<file path="config.mk">
export PLATFORM = sky130hd
export DESIGN_NAME = sadc_ctrl
export DESIGN_NICKNAME = d
export VERILOG_FILES = /design/src/rtl/sadc_pkg.sv /design/src/rtl/sadc_sync.sv /design/src/rtl/sadc_cs_filter.sv /design/src/rtl/sadc_conv_stub.sv /design/src/rtl/sadc_ctrl.sv
export SDC_FILE = /design/constraint.sdc
export NUM_CORES = 1
export LEC_CHECK = 0
export BUFFER_PORTS_ARGS = -buffer_cell sky130_fd_sc_hd__buf_2
export CORE_ASPECT_RATIO = 0.7
export CORE_UTILIZATION = 50
export DETAILED_ROUTE_END_ITERATION = 6
export MAX_ROUTING_LAYER = met4
export PLACE_DENSITY = 0.74
export SYNTH_ARGS = -nofsm -noshare
export SYNTH_HDL_FRONTEND = slang
export SYNTH_SLANG_ARGS = --single-unit
</file>
<file path="constraint.sdc">
create_clock -name clk -period 2.9 [get_ports clk]
set_input_delay 0.29 -clock clk [delete_from_list [all_inputs] [get_ports clk]]
set_output_delay 0.29 -clock clk [all_outputs]
set_load 0.02 [all_outputs]
</file>
<file path="src/rtl/sadc_pkg.sv">
package sadc_pkg;
   localparam int CMD_BITS = 4;
   typedef logic [CMD_BITS-1:0] cmd_t;
   localparam cmd_t CMD_SW_PD   = 4'b1110;
   localparam cmd_t CMD_RSVD    = 4'b1111;
   localparam cmd_t LAST_EXT_CH = 4'd10;
endpackage

</file>
<file path="src/rtl/sadc_sync.sv">
module sadc_sync #(
   parameter int          WIDTH   = 3,
   parameter int          STAGES  = 2,
   parameter logic [WIDTH-1:0] RST_VAL = '0
) (
   input  logic             clk,
   input  logic             rst_n,
   input  logic [WIDTH-1:0] d,
   output logic [WIDTH-1:0] q,
   output logic [WIDTH-1:0] rise,
   output logic [WIDTH-1:0] fall
);
   if (STAGES < 2) begin : g_bad_stages
      $error("sadc_sync: STAGES must be at least 2");
   end

   logic [WIDTH-1:0] chain [STAGES];
   logic [WIDTH-1:0] prev;

   always_ff @(posedge clk or negedge rst_n) begin
      if (!rst_n) chain[0] <= RST_VAL;
      else        chain[0] <= d;
   end

   for (genvar s = 1; s < STAGES; s++) begin : g_stage
      always_ff @(posedge clk or negedge rst_n) begin
         if (!rst_n) chain[s] <= RST_VAL;
         else        chain[s] <= chain[s-1];
      end
   end

   always_ff @(posedge clk or negedge rst_n) begin
      if (!rst_n) prev <= RST_VAL;
      else        prev <= chain[STAGES-1];
   end

   assign q    = chain[STAGES-1];
   assign rise = q & ~prev;
   assign fall = ~q & prev;
endmodule

</file>
<file path="src/rtl/sadc_cs_filter.sv">
module sadc_cs_filter #(
   parameter int DEB_CYC = 4
) (
   input  logic clk,
   input  logic rst_n,
   input  logic cs_n_s,
   output logic cs_act,
   output logic act_start,
   output logic act_end
);
   if (DEB_CYC < 1) begin : g_bad_deb
      $error("sadc_cs_filter: DEB_CYC must be at least 1");
   end

   localparam int CW = (DEB_CYC > 1) ? $clog2(DEB_CYC) : 1;
   localparam logic [CW-1:0] CNT_LAST = CW'(DEB_CYC - 1);

   logic          level;
   logic [CW-1:0] cnt;
   logic          settle;

   assign level  = ~cs_n_s;
   assign settle = (level != cs_act) && (cnt == CNT_LAST);

   always_ff @(posedge clk or negedge rst_n) begin
      if (!rst_n) begin
         cnt       <= '0;
         cs_act    <= 1'b0;
         act_start <= 1'b0;
         act_end   <= 1'b0;
      end else begin
         act_start <= settle & level;
         act_end   <= settle & ~level;
         if (level == cs_act) begin
            cnt <= '0;
         end else if (settle) begin
            cnt    <= '0;
            cs_act <= level;
         end else begin
            cnt <= cnt + 1'b1;
         end
      end
   end

   assert_active_needs_low_R3: assert property (@(posedge clk) disable iff (!rst_n)
      $rose(cs_act) |-> $past(level));
   assert_start_follows_rise_R3: assert property (@(posedge clk) disable iff (!rst_n)
      act_start |-> cs_act);
endmodule

</file>
<file path="src/rtl/sadc_conv_stub.sv">
module sadc_conv_stub #(
   parameter int RES_W    = 12,
   parameter int CONV_CYC = 48
) (
   input  logic             clk,
   input  logic             rst_n,
   input  logic             start,
   input  logic             abort,
   input  logic [RES_W-1:0] ana_word,
   output logic             busy,
   output logic             done,
   output logic [RES_W-1:0] result
);
   if (CONV_CYC < 2) begin : g_bad_conv
      $error("sadc_conv_stub: CONV_CYC must be at least 2");
   end

   localparam int TW = $clog2(CONV_CYC);
   localparam logic [TW-1:0] T_LAST = TW'(CONV_CYC - 1);

   logic [TW-1:0] tmr;

   always_ff @(posedge clk or negedge rst_n) begin
      if (!rst_n) begin
         busy   <= 1'b0;
         done   <= 1'b0;
         tmr    <= '0;
         result <= '0;
      end else begin
         done <= 1'b0;
         if (abort) begin
            busy <= 1'b0;
         end else if (start) begin
            busy <= 1'b1;
            tmr  <= '0;
         end else if (busy) begin
            if (tmr == T_LAST) begin
               busy   <= 1'b0;
               done   <= 1'b1;
               result <= ana_word;
            end else begin
               tmr <= tmr + 1'b1;
            end
         end
      end
   end

   assert_done_after_busy_R9: assert property (@(posedge clk) disable iff (!rst_n)
      done |-> $past(busy));
   assert_abort_clears_R11: assert property (@(posedge clk) disable iff (!rst_n)
      abort |=> !busy && !done);
endmodule

</file>
<file path="src/rtl/sadc_ctrl.sv">
module sadc_ctrl
   import sadc_pkg::*;
#(
   parameter int RES_W       = 12,
   parameter int DEB_CYC     = 4,
   parameter int CONV_CYC    = 48,
   parameter int SYNC_STAGES = 2
) (
   input  logic             clk,
   input  logic             rst_n,
   input  logic             cs_n,
   input  logic             io_clk,
   input  logic             sdi,
   input  logic [RES_W-1:0] ana_word,
   output logic             sdo,
   output logic             sdo_oe,
   output logic             eoc,
   output logic [3:0]       mux_sel,
   output logic             mux_test,
   output logic             sample_en,
   output logic             conv_start,
   output logic             bias_en
);
   if (RES_W <= CMD_BITS) begin : g_bad_res
      $error("sadc_ctrl: RES_W must exceed the command length");
   end

   localparam int CNT_W = $clog2(RES_W + 1);
   localparam logic [CNT_W-1:0] CMD_LAST = CNT_W'(CMD_BITS - 1);
   localparam logic [CNT_W-1:0] BIT_LAST = CNT_W'(RES_W - 1);
   localparam logic [CNT_W-1:0] BIT_END  = CNT_W'(RES_W);

   // pin synchronisers: {sdi, io_clk, cs_n}
   logic [2:0] pin_q, pin_rise, pin_fall;
   sadc_sync #(.WIDTH(3), .STAGES(SYNC_STAGES), .RST_VAL(3'b001)) u_sync (
      .clk(clk), .rst_n(rst_n), .d({sdi, io_clk, cs_n}),
      .q(pin_q), .rise(pin_rise), .fall(pin_fall));

   logic cs_n_s, sdi_s, ioc_rise, ioc_fall, cs_fall;
   assign cs_n_s   = pin_q[0];
   assign sdi_s    = pin_q[2];
   assign ioc_rise = pin_rise[1];
   assign ioc_fall = pin_fall[1];
   assign cs_fall  = pin_fall[0];

   logic cs_act, act_start, act_end;
   sadc_cs_filter #(.DEB_CYC(DEB_CYC)) u_csf (
      .clk(clk), .rst_n(rst_n), .cs_n_s(cs_n_s),
      .cs_act(cs_act), .act_start(act_start), .act_end(act_end));

   logic             conv_busy, conv_done, conv_abort;
   logic [RES_W-1:0] conv_res;
   assign conv_abort = act_start & conv_busy;
   sadc_conv_stub #(.RES_W(RES_W), .CONV_CYC(CONV_CYC)) u_conv (
      .clk(clk), .rst_n(rst_n), .start(conv_start), .abort(conv_abort),
      .ana_word(ana_word), .busy(conv_busy), .done(conv_done), .result(conv_res));

   logic [CNT_W-1:0] bitcnt;
   cmd_t             cmd_sr;
   logic [RES_W-1:0] shreg, outbuf;
   logic             sw_pd, auto_sleep, conv_pend;
   logic             conv_run;

   assign conv_run = conv_busy | conv_done;

   always_ff @(posedge clk or negedge rst_n) begin
      if (!rst_n) begin
         bitcnt     <= '0;
         cmd_sr     <= '0;
         shreg      <= '0;
         outbuf     <= '0;
         sw_pd      <= 1'b1;
         auto_sleep <= 1'b0;
         conv_pend  <= 1'b0;
         sample_en  <= 1'b0;
         conv_start <= 1'b0;
         mux_sel    <= '0;
      end else begin
         conv_start <= 1'b0;
         if (cs_fall || (cs_act && ioc_rise)) auto_sleep <= 1'b0;
         if (act_start) begin
            bitcnt    <= '0;
            cmd_sr    <= '0;
            shreg     <= outbuf;
            sample_en <= 1'b0;
            conv_pend <= 1'b0;
         end else if (act_end) begin
            sample_en <= 1'b0;
            conv_pend <= 1'b0;
         end else if (cs_act) begin
            if (ioc_rise && bitcnt <= CMD_LAST) cmd_sr <= {cmd_sr[CMD_BITS-2:0], sdi_s};
            if (ioc_fall && bitcnt < BIT_END) begin
               bitcnt <= bitcnt + 1'b1;
               shreg  <= shreg << 1;
               if (bitcnt == CMD_LAST) begin
                  if (cmd_sr == CMD_SW_PD) begin
                     sw_pd <= 1'b1;
                  end else if (cmd_sr != CMD_RSVD) begin
                     sw_pd     <= 1'b0;
                     mux_sel   <= cmd_sr;
                     sample_en <= 1'b1;
                     conv_pend <= 1'b1;
                  end
               end
               if (bitcnt == BIT_LAST) begin
                  sample_en <= 1'b0;
                  conv_pend <= 1'b0;
                  if (conv_pend) conv_start <= 1'b1;
               end
            end
         end
         if (conv_done) begin
            outbuf     <= conv_res;
            auto_sleep <= 1'b1;
            if (cs_act && !act_end) begin
               shreg  <= conv_res;
               bitcnt <= '0;
               cmd_sr <= '0;
            end
         end
      end
   end

   assign sdo_oe   = ~cs_n_s;
   assign eoc      = ~conv_run;
   assign sdo      = conv_run ? 1'b0 : (cs_act ? shreg[RES_W-1] : outbuf[RES_W-1]);
   assign mux_test = (mux_sel > LAST_EXT_CH) && (mux_sel != CMD_SW_PD) && (mux_sel != CMD_RSVD);
   assign bias_en  = ~sw_pd & ~auto_sleep;

   assert_pd_no_sample_R5: assert property (@(posedge clk) disable iff (!rst_n)
      sw_pd |-> !sample_en);
   assert_start_closes_window_R7: assert property (@(posedge clk) disable iff (!rst_n)
      conv_start |-> $past(sample_en) && !sample_en);
   assert_bitcnt_bound_R8: assert property (@(posedge clk) disable iff (!rst_n)
      bitcnt <= BIT_END);
   assert_new_cycle_ends_conv_R11: assert property (@(posedge clk) disable iff (!rst_n)
      (act_start && conv_busy) |=> eoc);
   assert_done_sleeps_R12: assert property (@(posedge clk) disable iff (!rst_n)
      conv_done |=> !bias_en);
endmodule

</file>
==> impl_metrics.py <==
metrics = {
    "timing": {
        "clock.fmax_mhz": 467,
        "max_slew.worst_pin.slew_ns": 0.754,
        "slew_headroom_pct": 49.7,
        "min_period_over_period_pct": 73.8,
        "min_period_ns": 2.14,
        "fin_hold_ws_ns": 0.0436,
        "finalHoldViolCount": 0,
        "grt_setup_unrepaired": "no",
        "finClkSkew_ns": 0.00846,
        "setup-tns-final_ns": 0,
        "setup-violations-final": 0,
        "slew_viol_final": 0,
        "layout_setup_ws_ns": 0.760,
    },
    "clock_network": {
        "insertion_delay_ns": 0.34,
        "clock_tree.buffer_depth": 2,
        "htreeDepth": 3,
        "post_cts_buffers": 0,
        "cts_tree": "yes",
        "clk_pin_slew_ns": 0.07,
        "cts_buffers": 9,
        "clockRootBuffer": "clkbuf_8",
        "clock_sinks": 73,
    },
    "finish": {
        "area_delta_synth_final_pct": 11.7,
        "fin_nets": 329,
        "drive_gt1_share_pct": 27.4,
        "fill_cells": 538,
        "diodes": 0,
        "postLayoutCoreUtil_pct": 58.1,
    },
    "synth": {
        "synth_compound_area_share_pct": 9.14,
        "synthCells": 279,
        "synthSimpleGateAreaFrac_pct": 15.8,
        "synth_top_flop_cell": "dfrtp_1",
        "synth.avg_cell_area_um2": 11.6,
        "synth_top_family_by_area": "simple AND/OR/NAND/NOR gates",
        "synth_cell_types": 42,
        "synth_top_area_cell": "dfrtp_1",
        "synth-edff-count": 0,
        "syn-num-nets": 299,
        "ys_warn_count": 0,
        "seq_area_frac_synth_pct": 56.7,
        "syn_area_mm2": 0.00323,
        "synth_fa_ha_area_share_pct": 1.16,
        "synth.area.mux_share_pct": 13.0,
        "synth-seq-cells": 73,
        "synthXorXnorAreaFrac_pct": 0.814,
        "synthTopCellsByArea": "dfrtp_1 (53%), mux2_2 (6.6%), a21oi_1 (4.3%)",
        "synthArstFlopShare_pct": 100,
        "yosysTopAreaCellShare_pct": 53.5,
    },
    "detailed_routing": {
        "drtIter0Drc": 150,
        "vias": 2159,
        "viasPerCell": 5.51,
        "finalWirelength_um": 5830,
        "post_drt_wl_per_cell_um": 14.9,
        "drt_pass1_iterations": 6,
        "final_antenna_net_count": 0,
        "drc_errors": 2,
    },
    "power": {
        "ir_drop_mv": 0.329,
        "p_total_mw": 2.53,
        "leakage_nw": 1.70,
        "power_density_mw_per_mm2": 701,
    },
    "floorplan": {
        "dieArea_mm2": 0.00679,
        "core_area_mm2": 0.00622,
        "die_h_um": 69.2,
        "std_cell_rows": 24,
        "die_w_um": 98.1,
        "start_util_pct": 52.0,
        "ios": 28,
    },
    "worst_setup_path": {
        "worstPathArrival_ns": 2.37,
        "startpoint_type": "flip-flop",
        "timing.rr.start": "u_conv.tmr[0]$_DFFE_PN0P_",
        "worstPathMaxFanout": 13,
        "critPathKind": "reg2reg",
        "r2r-end": "u_conv.result[4]$_DFFE_PN0P_",
        "endpoint_kind": "flip-flop",
        "r2r_cells": 6,
        "crit_required_ns": 3.13,
        "regToRegSetupSlack_ns": 0.76,
    },
    "global_routing": {
        "grt_max_degree": 27,
        "gr-total-overflow": 0,
        "grt_pass1_wl_um": 10000,
        "grt_pass1_vias": 2108,
        "grt_antenna_before_repair": 0,
        "grt.total_usage_pct": 20.0,
    },
    "run": {
        "drv_cap": 0,
    },
    "run_status": {
        "outcome": "complete, but fails checks",
        "failed_checks": "DRC",
    },
    "hold_path": {
        "min_from": "cs_n",
        "worstHoldEndpoint": "u_sync.chain[3]$_DFF_PN1_",
        "hold_class": "in2reg",
        "hold_depth": 1,
    },
    "placement": {
        "numPortBuffers": 27,
        "place_ws_ns": 0.805,
        "routabilityCongestion": 0.792,
        "dp_hpwl_um": 3850,
    },
}
cell families (layout without fill, tap and decap cells):
kind of cell | Yosys count | count (layout)
buffers and inverters | 21 | 56
muxes | 35 | 35
AOI/OAI and AO/OA | 53 | 53
DFF | 73 | 73
adders and majority gates | 3 | 3
xor gates and xnor gates | 3 | 3
and+or+nand+nor | 91 | 91
per-stage QoR:
| step | instance area (µm²) | cells |
|---|---|---|
| 3_3_place_gp | 3420 | 375 |
| 6_report | 3610 | 392 |
| 5_1_grt | 3610 | 392 |
| 3_5_place_dp | 3420 | 375 |
| 2_1_floorplan | 3230 | 279 |
| 4_1_cts | 3610 | 392 |
layer usage:
metal | wire [µm] | vias up | global-route usage (%)
met5 | 0 | - | -
met4 | 70 | 0 | 6.23
met2 | 2640 | 56 | 29.1
met3 | 366 | 7 | 6.96
met1 | 2750 | 1054 | 26.6
li1 | - | 1042 | -
sequential cells by signal, summed over array words and instances, names as in the netlist, 3 cells and up:
register       flops
u_sync.chain       3
cmd_sr             4
shreg             12
u_sync.q           3
outbuf            12
bitcnt             4
u_conv.tmr         6
u_conv.result     12
mux_sel            4
cells in the final DEF, fill, tap and decap left out, types with 5 or more instances in the layout:
cell / count
mux2_4: 9
clkbuf_8: 11
dfrtp_1: 69
nand3b_1: 13
buf_2: 27
nor2_1: 19
inv_1: 5
a21oi_1: 28
o21ai_0: 15
nand3_1: 5
nand2_1: 23
mux2i_1: 7
nor3_1: 5
buf_4: 7
mux2_2: 19
worst max-delay path, cell delays in order (launching register included):
cell	delay, ns
dfrtp_1	0.43
ha_1	0.24
nand2b_1	0.13
nor4_4	0.33
nor3b_4	0.25
buf_4	0.28
mux2_2	0.36
layout make-up:
cell class	instances	area (µm²)	area share, %
sequential	73	1830	50.8
multi-input combinational	185	1290	35.7
timing repair buffer	35	198	5.48
clock buffer	14	163	4.51
tap	78	97.6	2.70
inverter	5	18.8	0.520
clock inverter	2	12.5	0.347
synth_stat cells, types with 4 or more instances:
library cell,instances
o21ai_0,15
mux2i_1,7
dfstp_2,4
clkbuf_1,8
mux2_2,19
dfrtp_1,69
nor2_1,19
nand2_1,23
mux2_4,9
nand3b_1,13
nor3_1,5
a21oi_1,28
and3_1,4
inv_1,5
nand3_1,5
nand4_1,4
where the power goes:
part	switching, mW	internal [mW]
sequential	0.153	1.20
combinational	0.266	0.202
clock	0.349	0.357
worst max-delay path by stage:
| stage | from | to |
|---|---|---|
| after global routing | u_conv.tmr[0]$_DFFE_PN0P_ | u_conv.result[4]$_DFFE_PN0P_ |
| after CTS | u_conv.tmr[0]$_DFFE_PN0P_ | u_conv.result[3]$_DFFE_PN0P_ |
| after global placement | u_conv.tmr[0]$_DFFE_PN0P_ | u_conv.result[5]$_DFFE_PN0P_ |
| after floorplan | conv_start$_DFF_PN0_ | u_conv.result[0]$_DFFE_PN0P_ |
| after detailed placement | u_conv.tmr[0]$_DFFE_PN0P_ | u_conv.result[5]$_DFFE_PN0P_ |
| final | u_conv.tmr[0]$_DFFE_PN0P_ | u_conv.result[4]$_DFFE_PN0P_ |
timing repair:
action	4_1_cts	5_1_grt
hold endpoints to repair	23	0
gates resized for setup	0	0
hold buffers	1	0
Note: power is estimated with default switching activity, not from simulation.
